**config.mk**
```make
export PLATFORM = sky130hd
export DESIGN_NAME = kps_scanner
export DESIGN_NICKNAME = d
export VERILOG_FILES = /design/src/rtl/kps_pkg.sv /design/src/rtl/kps_tick_div.sv /design/src/rtl/kps_row_sync.sv /design/src/rtl/kps_col_drive.sv /design/src/rtl/kps_scan_core.sv /design/src/rtl/kps_scanner.sv
export SDC_FILE = /design/constraint.sdc
export NUM_CORES = 1
export LEC_CHECK = 0
export ABC_AREA = 1
export ABC_CLOCK_PERIOD_IN_PS = 1210
export BUFFER_PORTS_ARGS = -buffer_cell sky130_fd_sc_hd__buf_2
export CORE_ASPECT_RATIO = 0.7
export CORE_MARGIN = 2
export CORE_UTILIZATION = 35
export CTS_BUF_LIST = sky130_fd_sc_hd__clkbuf_4
export CTS_CLUSTER_SIZE = 10
export DETAILED_ROUTE_END_ITERATION = 8
export SYNTH_ARGS = -nofsm -noshare
export SYNTH_HDL_FRONTEND = slang
export SYNTH_SLANG_ARGS = --single-unit
```
**constraint.sdc**
```tcl
create_clock -name clk -period 1.21 [get_ports clk]
set_input_delay 0.242 -clock clk [delete_from_list [all_inputs] [get_ports clk]]
set_output_delay 0.242 -clock clk [all_outputs]
set_load 0.005 [all_outputs]
```
**src/rtl/kps_pkg.sv**
```systemverilog
package kps_pkg;
  localparam int unsigned KPS_COLS  = 4;
  localparam int unsigned KPS_COL_W = 2;

  function automatic int unsigned kps_row_w(input int unsigned rows);
    return (rows > 4) ? 3 : 2;
  endfunction
endpackage

```
**src/rtl/kps_tick_div.sv**
```systemverilog
module kps_tick_div #(
  parameter int unsigned DIV = 16
) (
  input  logic clk,
  input  logic rst_n,
  output logic tick
);
  localparam int unsigned W = (DIV > 1) ? $clog2(DIV) : 1;
  localparam logic [W-1:0] LAST = W'(DIV - 1);

  logic [W-1:0] cnt_q, cnt_d;

  always_comb begin
    if (cnt_q == LAST) cnt_d = '0;
    else               cnt_d = cnt_q + 1'b1;
  end

  always_ff @(posedge clk or negedge rst_n) begin
    if (!rst_n) cnt_q <= '0;
    else        cnt_q <= cnt_d;
  end

  assign tick = (cnt_q == LAST);
endmodule

```
**src/rtl/kps_row_sync.sv**
```systemverilog
module kps_row_sync #(
  parameter int unsigned ROWS   = 5,
  parameter int unsigned STAGES = 2
) (
  input  logic            clk,
  input  logic            rst_n,
  input  logic [ROWS-1:0] row_n,
  output logic [ROWS-1:0] row_act
);
  logic [ROWS-1:0] stg_q [STAGES];

  genvar k;
  generate
    for (k = 0; k < STAGES; k++) begin : g_stage
      always_ff @(posedge clk or negedge rst_n) begin
        if (!rst_n) stg_q[k] <= '1;
        else if (k == 0) stg_q[k] <= row_n;
        else stg_q[k] <= stg_q[(k == 0) ? 0 : k-1];
      end
    end
  endgenerate

  assign row_act = ~stg_q[STAGES-1];
endmodule

```
**src/rtl/kps_col_drive.sv**
```systemverilog
module kps_col_drive
  import kps_pkg::*;
(
  input  logic                 clk,
  input  logic                 rst_n,
  input  logic [KPS_COL_W-1:0] col_sel,
  output logic [KPS_COLS-1:0]  col_n
);
  genvar i;
  generate
    for (i = 0; i < KPS_COLS; i++) begin : g_col
      assign col_n[i] = (col_sel != KPS_COL_W'(i));
    end
  endgenerate

  p_one_col_r2: assert property (@(posedge clk) disable iff (!rst_n)
    $countones(col_n) == 3)
    else $error("R2: column strobe not one-hot low");
endmodule

```
**src/rtl/kps_scan_core.sv**
```systemverilog
module kps_scan_core
  import kps_pkg::*;
#(
  parameter int unsigned ROWS        = 5,
  parameter int unsigned SYNC_STAGES = 2,
  parameter int unsigned RW          = 3
) (
  input  logic                 clk,
  input  logic                 rst_n,
  input  logic                 tick,
  input  logic                 restart,
  input  logic [ROWS-1:0]      row_act,
  output logic [KPS_COL_W-1:0] col_sel,
  output logic                 locked,
  output logic [RW-1:0]        lrow
);
  localparam int unsigned BW = $clog2(SYNC_STAGES + 1);
  localparam logic [BW-1:0] BLANK = BW'(SYNC_STAGES);

  logic [KPS_COL_W-1:0] cnt_q, cnt_d;
  logic                 lk_q, lk_d;
  logic [RW-1:0]        lr_q, lr_d;
  logic [BW-1:0]        bl_q, bl_d;
  logic                 hit_any;
  logic [RW-1:0]        hit_idx;
  logic                 cur_row;

  always_comb begin
    hit_any = 1'b0;
    hit_idx = '0;
    for (int r = ROWS - 1; r >= 0; r--) begin
      if (row_act[r]) begin
        hit_any = 1'b1;
        hit_idx = RW'(r);
      end
    end
  end

  always_comb begin
    cur_row = 1'b0;
    for (int r = 0; r < ROWS; r++) begin
      if (lr_q == RW'(r)) cur_row = row_act[r];
    end
  end

  always_comb begin
    cnt_d = cnt_q;
    lk_d  = lk_q;
    lr_d  = lr_q;
    bl_d  = (bl_q != '0) ? bl_q - 1'b1 : bl_q;
    if (lk_q) begin
      if (restart || !cur_row) begin
        lk_d = 1'b0;
        bl_d = BLANK;
      end
    end else if ((bl_q == '0) && hit_any) begin
      lk_d = 1'b1;
      lr_d = hit_idx;
    end else if (tick) begin
      cnt_d = cnt_q + 1'b1;
      bl_d  = BLANK;
    end
  end

  always_ff @(posedge clk or negedge rst_n) begin
    if (!rst_n) begin
      cnt_q <= '0;
      lk_q  <= 1'b0;
      lr_q  <= '0;
      bl_q  <= BLANK;
    end else begin
      cnt_q <= cnt_d;
      lk_q  <= lk_d;
      lr_q  <= lr_d;
      bl_q  <= bl_d;
    end
  end

  assign col_sel = cnt_q;
  assign locked  = lk_q;
  assign lrow    = lr_q;

  p_step_r3: assert property (@(posedge clk) disable iff (!rst_n)
    (cnt_q != $past(cnt_q)) |-> (cnt_q == $past(cnt_q) + 2'd1))
    else $error("R3: column skipped");

  p_frozen_r4: assert property (@(posedge clk) disable iff (!rst_n)
    lk_q |=> (cnt_q == $past(cnt_q)))
    else $error("R4: column moved while captured");

  p_lockout_r6: assert property (@(posedge clk) disable iff (!rst_n)
    (lk_q && $past(lk_q)) |-> $stable(lr_q))
    else $error("R6: captured row changed");

  p_release_r7: assert property (@(posedge clk) disable iff (!rst_n)
    (lk_q && !cur_row) |=> !lk_q)
    else $error("R7: capture held after release");

  p_restart_r8: assert property (@(posedge clk) disable iff (!rst_n)
    (lk_q && restart) |=> !lk_q)
    else $error("R8: restart ignored");
endmodule

```
**src/rtl/kps_scanner.sv**
```systemverilog
module kps_scanner
  import kps_pkg::*;
#(
  parameter int unsigned ROWS        = 5,
  parameter int unsigned TICK_DIV    = 16,
  parameter int unsigned SYNC_STAGES = 2,
  localparam int unsigned RW         = kps_row_w(ROWS),
  localparam int unsigned CODE_W     = RW + KPS_COL_W
) (
  input  logic                clk,
  input  logic                rst_n,
  input  logic [ROWS-1:0]     row_n,
  input  logic                restart,
  output logic [KPS_COLS-1:0] col_n,
  output logic [CODE_W-1:0]   key_code,
  output logic                key_hit
);
  logic                 tick;
  logic [ROWS-1:0]      row_act;
  logic [KPS_COL_W-1:0] col_sel;
  logic                 locked;
  logic [RW-1:0]        lrow;

  kps_tick_div #(.DIV(TICK_DIV)) u_div (
    .clk(clk), .rst_n(rst_n), .tick(tick)
  );

  kps_row_sync #(.ROWS(ROWS), .STAGES(SYNC_STAGES)) u_sync (
    .clk(clk), .rst_n(rst_n), .row_n(row_n), .row_act(row_act)
  );

  kps_scan_core #(.ROWS(ROWS), .SYNC_STAGES(SYNC_STAGES), .RW(RW)) u_core (
    .clk(clk), .rst_n(rst_n), .tick(tick), .restart(restart),
    .row_act(row_act), .col_sel(col_sel), .locked(locked), .lrow(lrow)
  );

  kps_col_drive u_cols (
    .clk(clk), .rst_n(rst_n), .col_sel(col_sel), .col_n(col_n)
  );

  assign key_hit  = locked;
  assign key_code = locked ? {lrow, col_sel} : '0;

  p_idle_code_r5: assert property (@(posedge clk) disable iff (!rst_n)
    !key_hit |-> (key_code == '0))
    else $error("R5: nonzero code while idle");

  p_held_code_r6: assert property (@(posedge clk) disable iff (!rst_n)
    (key_hit && $past(key_hit)) |-> $stable(key_code))
    else $error("R6: code changed during capture");
endmodule

```
==> metrics.txt, run 1 <==
outcome=finished with violations; violated checks=setup timing; Worst path slowest cell=dfrtp_1; Final Cell Area=0.001279 mm^2; WHS=0.03040 ns; P_leak=0.6586 nW; Worst Skew=0.0007549 ns; Worst EP required=0.97 ns; Max Transition Viols Final=0; P_sw=0.8324 mW; CP startpoint kind=flop; first-pass GRT wire length=2615 um; Rows=16; critical path buffer and inverter count=3; layout cells sized above 1=48.85%; Max Clk Rate=728.5 MHz; clock group share of total power=14.3%; syn nets=112; Max Cap Viol=0; die extent in y=48.46 um; vias in the first global route=611; Area after DPL=0.001126 mm^2; total CTS buffers=3; ANT nets after route=0; RSZ-0062 raised after global routing=true; post-synthesis sequential area ratio=57.09%; Max FO, Critical Path=4; Seq cells post-synth=22; pre-CTS setup slack=0.01144 ns; Least-Margin Pin Slew=0.4697 ns; clk_lat worst skew=0.29 ns; # fillers=254; CTS tree=done; period utilization=113.4%; initial antenna violation count=0; Final Hold Viols=0; number of synthesized flops with an enable pin=0; DP Cell Count=153; Layout area overhead=29.37%; DRC viols=0; Initial Util=36.04%; Post-synth ARST share=100.0%; Clock Tree Buf Depth=2; endpoints failing setup=13; DR WL/cell=10.01 um; total global-route track usage=10.63%; Top delay family on crit path=flip-flops; Yosys top cell by area=dfstp_2; setup ws final=-0.1627 ns; Final HPWL DP=1112 um; post-synth top area share=29.24%; area occupied by multi-input gates=370.4 um^2; gp weighted congestion=0.6886; DR pass1 iterations=4; final WL=1671 um; internal power=1.436 mW; type of the worst min-delay path=in -> reg; crit path cell chain=inv_2 > ha_2 > inv_1 > buf_2; syn avg cell area=9.984 um^2; crit path DAT=1.13 ns; setup tns final=-0.6967 ns; full die area=0.003272 mm^2; I/O pin count=18; sequential cell fraction of total power=45.2%; Worst R2R Setup Slack=-0.03 ns; Reg area=566.8 um^2; area of the core=0.002743 mm^2; Net Sw Frac=36.69%; worst vdd ir=1009 uV; CP max stage delay=0.44 ns; synthesized area=988.4 um^2; synth top area cells=dfstp_2 29%, dfrtp_1 28%, inv_1 7.6%, nand2_1 6.5%, ha_1 6.3%; Logic pwr share=40.6%; Setup CP Type=reg -> out; vias=720; n_diodes=0; htree depth=1; number of distinct library cells after synthesis=23; max_slew headroom=68.69%; Die Width=67.52 um; Pwr Density=1774 mW/mm^2; total grt overflow=0; Reg clk slew, reported paths=0.11 ns; Mapped Cells=99; Yosys warnings=0; Post-Layout Cell Count=167; routed vias/inst=4.311; largest net degree at the start of global routing=23; root buffer cell=clkbuf_4; DRT iter0 DRCs=29; ys flop type=dfstp_2; CP Capture Type=output pin; Buffers on Ports=17; nets=145; clock sink count=22; Tmin final=1.373 ns
[registers in the layout (all words and copies together) (netlist names)]
| register | cells |
|---|---|
| u_core.col_sel | 2 |
| u_div.cnt_q | 4 |
| u_core.lrow | 3 |
| u_core.locked | 1 |
| u_sync.stg_q | 10 |
| u_core.bl_q | 2 |
[per-layer routing]
metal	global-route usage, %	share of wire [%]	vias to the layer above
met5	0	0	-
met4	2.041	0.72	0
met3	4.186	3.8	2
met2	15.20	48	17
met1	15.35	47	335
li1	-	-	366
[cell families (layout without fill, tap and decap cells)]
kind of cell             after synthesis  in the layout  share of synthesized area, %
XOR/XNOR                               2              2                         1.772
AO/OA/AOI/OAI                         10             10                         6.329
AND/OR/NAND/NOR                       37             37                         19.11
adder cells (fa/ha/maj)                5              5                         6.329
buffers and inverters                 23             55                         9.367
flip-flops                            22             22                         57.09
[synthesized netlist by cell type (2+ instances only)]
| cell | number |
|---|---|
| o21ai_1 | 3 |
| nand3_1 | 8 |
| dfrtp_1 | 11 |
| nor2_4 | 2 |
| nand2_1 | 17 |
| ha_1 | 5 |
| nor2_1 | 2 |
| xor2_1 | 2 |
| dfstp_2 | 11 |
| inv_1 | 20 |
| nand2_2 | 5 |
| o21ai_0 | 2 |
[cell type report]
class | count | area share [%]
sequential | 22 | 44.32
multi-input combinational | 54 | 28.96
timing repair buffer | 29 | 14.48
inverter | 22 | 6.654
tap | 36 | 3.522
clock buffer | 3 | 1.761
clock inverter | 1 | 0.2935
[per-stage QoR]
stage | util (%) | power (mW)
after global placement | 41.06 | 1.740
after global routing | 46.62 | 2.467
after floorplan | - | 1.518
final | 46.62 | 2.269
after CTS | 42.97 | 2.157
after detailed placement | 41.06 | 1.762
[final timing paths]
check,from,to,cells past startpoint
setup reg to reg,u_sync.stg_q[0],u_core.lrow[2],7
max in group asynchronous,rst_n,u_core.bl_q[1],2
setup / recovery,u_core.col_sel[1],col_n[0],4
hold / removal,row_n[1],u_sync.stg_q[6],1
hold reg to reg,u_sync.stg_q[8],u_sync.stg_q[3],0
min in group asynchronous,rst_n,u_div.cnt_q[3],2
[layout by cell type, fill, tap and decap left out, types with 2 or more instances in the layout]
cell type and count:
buf_2 17, buf_4 8, clkbuf_4 3, dfrtp_1 9, dfrtp_2 2, dfstp_2 11
dlygate4sd3_1 4, ha_1 4, inv_1 18, inv_2 3, nand2_1 15, nand2_2 6
nand2_4 2, nand3_1 5, nand3_2 3, nor2_4 3, o21ai_0 2, o21ai_1 2
o21ai_2 2, xor2_1 2
[what timing repair did]
item	4_1_cts	5_1_grt
resized for setup	3	11
cloned	0	0
hold buffers	1	3
hold endpoints to repair	11	3
buffers inserted	2	4
pin swaps	3	7
setup endpoints to repair	14	17
[power groups by stage]
stage | sequential (mW) | combinational (mW) | clock, mW
finish | 1.02 | 0.920 | 0.324
global route | 1.05 | 1.04 | 0.375
CTS | 1.03 | 0.790 | 0.343
detailed placement | 1.06 | 0.705 | 0
global placement | 1.05 | 0.686 | 0
floorplan | 0.989 | 0.529 | 0
Note: power is estimated with default switching activity, not from simulation.
==> run 2: changes to the inputs <==
--- a/config.mk
+++ b/config.mk
@@ -14,6 +14,7 @@
 export CTS_BUF_LIST = sky130_fd_sc_hd__clkbuf_4
 export CTS_CLUSTER_SIZE = 10
 export DETAILED_ROUTE_END_ITERATION = 8
+export REMOVE_ABC_BUFFERS = 1
 export SYNTH_ARGS = -nofsm -noshare
 export SYNTH_HDL_FRONTEND = slang
 export SYNTH_SLANG_ARGS = --single-unit
==> metrics.txt, run 2 (synthesized netlist as in run 1, its figures left out) <==
layout cells sized above 1=55.81% (+7.0 points); Initial Util=36.04% (unchanged); total global-route track usage=11.68% (+1.1 points); vias in the first global route=697 (+14%); Final HPWL DP=1209 um (+8.7%); R2R cell count=6 (-1); Area after DPL=0.001119 mm^2 (-0.67%); commonest non-fill, non-tap cells in the layout=15 x nand2_1, 15 x inv_1, 15 x buf_2, 11 x dfstp_2, 7 x dfrtp_1; Tmin final=1.392 ns (+0.01891 ns); DRC viols=0 (unchanged); Pwr Density=1956 mW/mm^2 (+10%); P_leak=0.6635 nW (+0.75%); Top delay family on crit path=flip-flops; Post-Layout Cell Count=165 (-1.2%); Max Cap Viol=0 (unchanged); DR WL/cell=11.21 um (+12%); root buffer cell=clkbuf_4; Max Clk Rate=718.6 MHz (-1.4%); type of the worst min-delay path=in -> reg; Final Cell Area=0.001355 mm^2 (+6.0%); first-pass GRT wire length=2856 um (+9.2%); outcome=finished with violations; Clock Tree Buf Depth=2 (unchanged); DRT iter0 DRCs=43 (+48%); Setup CP Type=reg -> out; gp weighted congestion=0.8222 (+19%); initial antenna violation count=0 (unchanged); CP Capture Type=output pin; DR pass1 iterations=4 (unchanged); largest net degree at the start of global routing=23 (unchanged); setup ws final=-0.1816 ns (-0.01891 ns); R2R Path End=u_core.col_sel[0]; vias=725 (+0.69%); Least-Margin Pin Slew=0.4593 ns (-0.01040 ns); violated checks=setup timing; clk_lat worst skew=0.31 ns (+0.02 ns); WHS Path Cells=1 (unchanged); min-delay src=row_n[0]; Worst path slowest cell=dfrtp_2; Reg clk slew, reported paths=0.13 ns (+0.02 ns); Max FO, Critical Path=4 (unchanged); Biggest register=u_sync.stg_q; Worst R2R Setup Slack=-0.03 ns (about the same); crit path cell chain=inv_4 > ha_4 > inv_2 > buf_6; RSZ-0062 raised after global routing=true; Worst Skew=0.009685 ns (+0.008930 ns); nets=143 (-1.4%); max reg flops=10 (unchanged); Layout area overhead=37.09%; final WL=1849 um (+11%); DP Cell Count=152 (-0.65%); CP startpoint kind=flop; total grt overflow=0 (unchanged); Rows=16 (unchanged); endpoints failing setup=13 (unchanged); max_slew headroom=69.38% (+0.69 points); I/O pin count=18 (unchanged); Final Hold Viols=0 (unchanged); routed vias/inst=4.394 (+1.9%); area of the core=0.002743 mm^2 (unchanged); CP max stage delay=0.49 ns (+0.05 ns); Buffers on Ports=17 (unchanged); period utilization=115.0% (+1.6 points); clock sink count=22 (unchanged); full die area=0.003272 mm^2 (unchanged); reg2reg start=u_sync.stg_q[0]; n_diodes=0 (unchanged); Worst Hold Path EP=u_sync.stg_q[5]; crit path DAT=1.15 ns (+0.02 ns); htree depth=1 (unchanged); worst vdd ir=997.5 uV (-1.1%); critical path buffer and inverter count=3 (unchanged); Max Transition Viols Final=0 (unchanged); CTS tree=done; Die Width=67.52 um (unchanged); total CTS buffers=3 (unchanged); ANT nets after route=0 (unchanged); Worst EP required=0.97 ns (about the same); die extent in y=48.46 um (unchanged)
## run 2: metal layers
metal / up-vias / global-route usage [%] / wire length, um
met3: 4 / 4.186 / 64
met5: - / 0 / 0
li1: 362 / - / -
met4: 0 / 3.401 / 28
met2: 14 / 20.10 / 938
met1: 345 / 13.44 / 818
## run 2: stage by stage
step / worst slack, ns / power, mW / TNS, ns / hold WS [ns] / util, %
after detailed placement: 0.01282 / 1.749 / 0 / 0.2290 / 40.78
after CTS: -0.1909 / 2.517 / -0.9778 / 0.008347 / 46.17
final: -0.1816 / 2.650 / -0.9126 / 0.02812 / 49.41
after global routing: -0.2410 / 2.831 / -1.916 / 0.002805 / 49.41
after global placement: 0.02738 / 1.717 / 0 / 0.2300 / 40.78
after floorplan: 0.06331 / 1.495 / 0 / -0.05359 / -
## run 2: timing repair
item | CTS | global route
endpoints found under the setup margin | 11 | 16
pin swaps | 7 | 5
gates resized for setup | 19 | 11
hold buffers | 1 | 4
endpoints found under the hold margin | 11 | 4
cloned | 0 | 0
buffers inserted | 3 | 1
## run 2: where the power goes
group	total [mW]	switching (mW)	internal, mW
Combinational	1.02	0.547	0.470
Sequential	1.08	0.179	0.898
Clock	0.557	0.222	0.334
## run 2: final cells by class
class	count	area, um^2
clock buffers	3	22.52
clock inverters	1	30.03
fillers	256	1388
inverters	22	90.09
multi-input cells	54	412.9
flip-flops and latches	22	569.3
well taps	36	45.04
repair buffers	27	185.2
## run 2: how the worst max path moves through the flow
| stage | start | endpoint | slack, ns | cells after the start |
|---|---|---|---|---|
| 2_1_floorplan | u_sync.stg_q[3] | u_core.col_sel[0] | 0.06 | 6 |
| 3_3_place_gp | u_sync.stg_q[2] | u_core.col_sel[0] | 0.03 | 6 |
| 3_5_place_dp | u_div.cnt_q[0] | u_core.col_sel[0] | 0.01 | 5 |
| 4_1_cts | u_core.col_sel[1] | col_n[0] | -0.19 | 4 |
| 5_1_grt | u_core.col_sel[1] | col_n[1] | -0.24 | 4 |
| 6_report | u_core.col_sel[0] | col_n[0] | -0.18 | 4 |
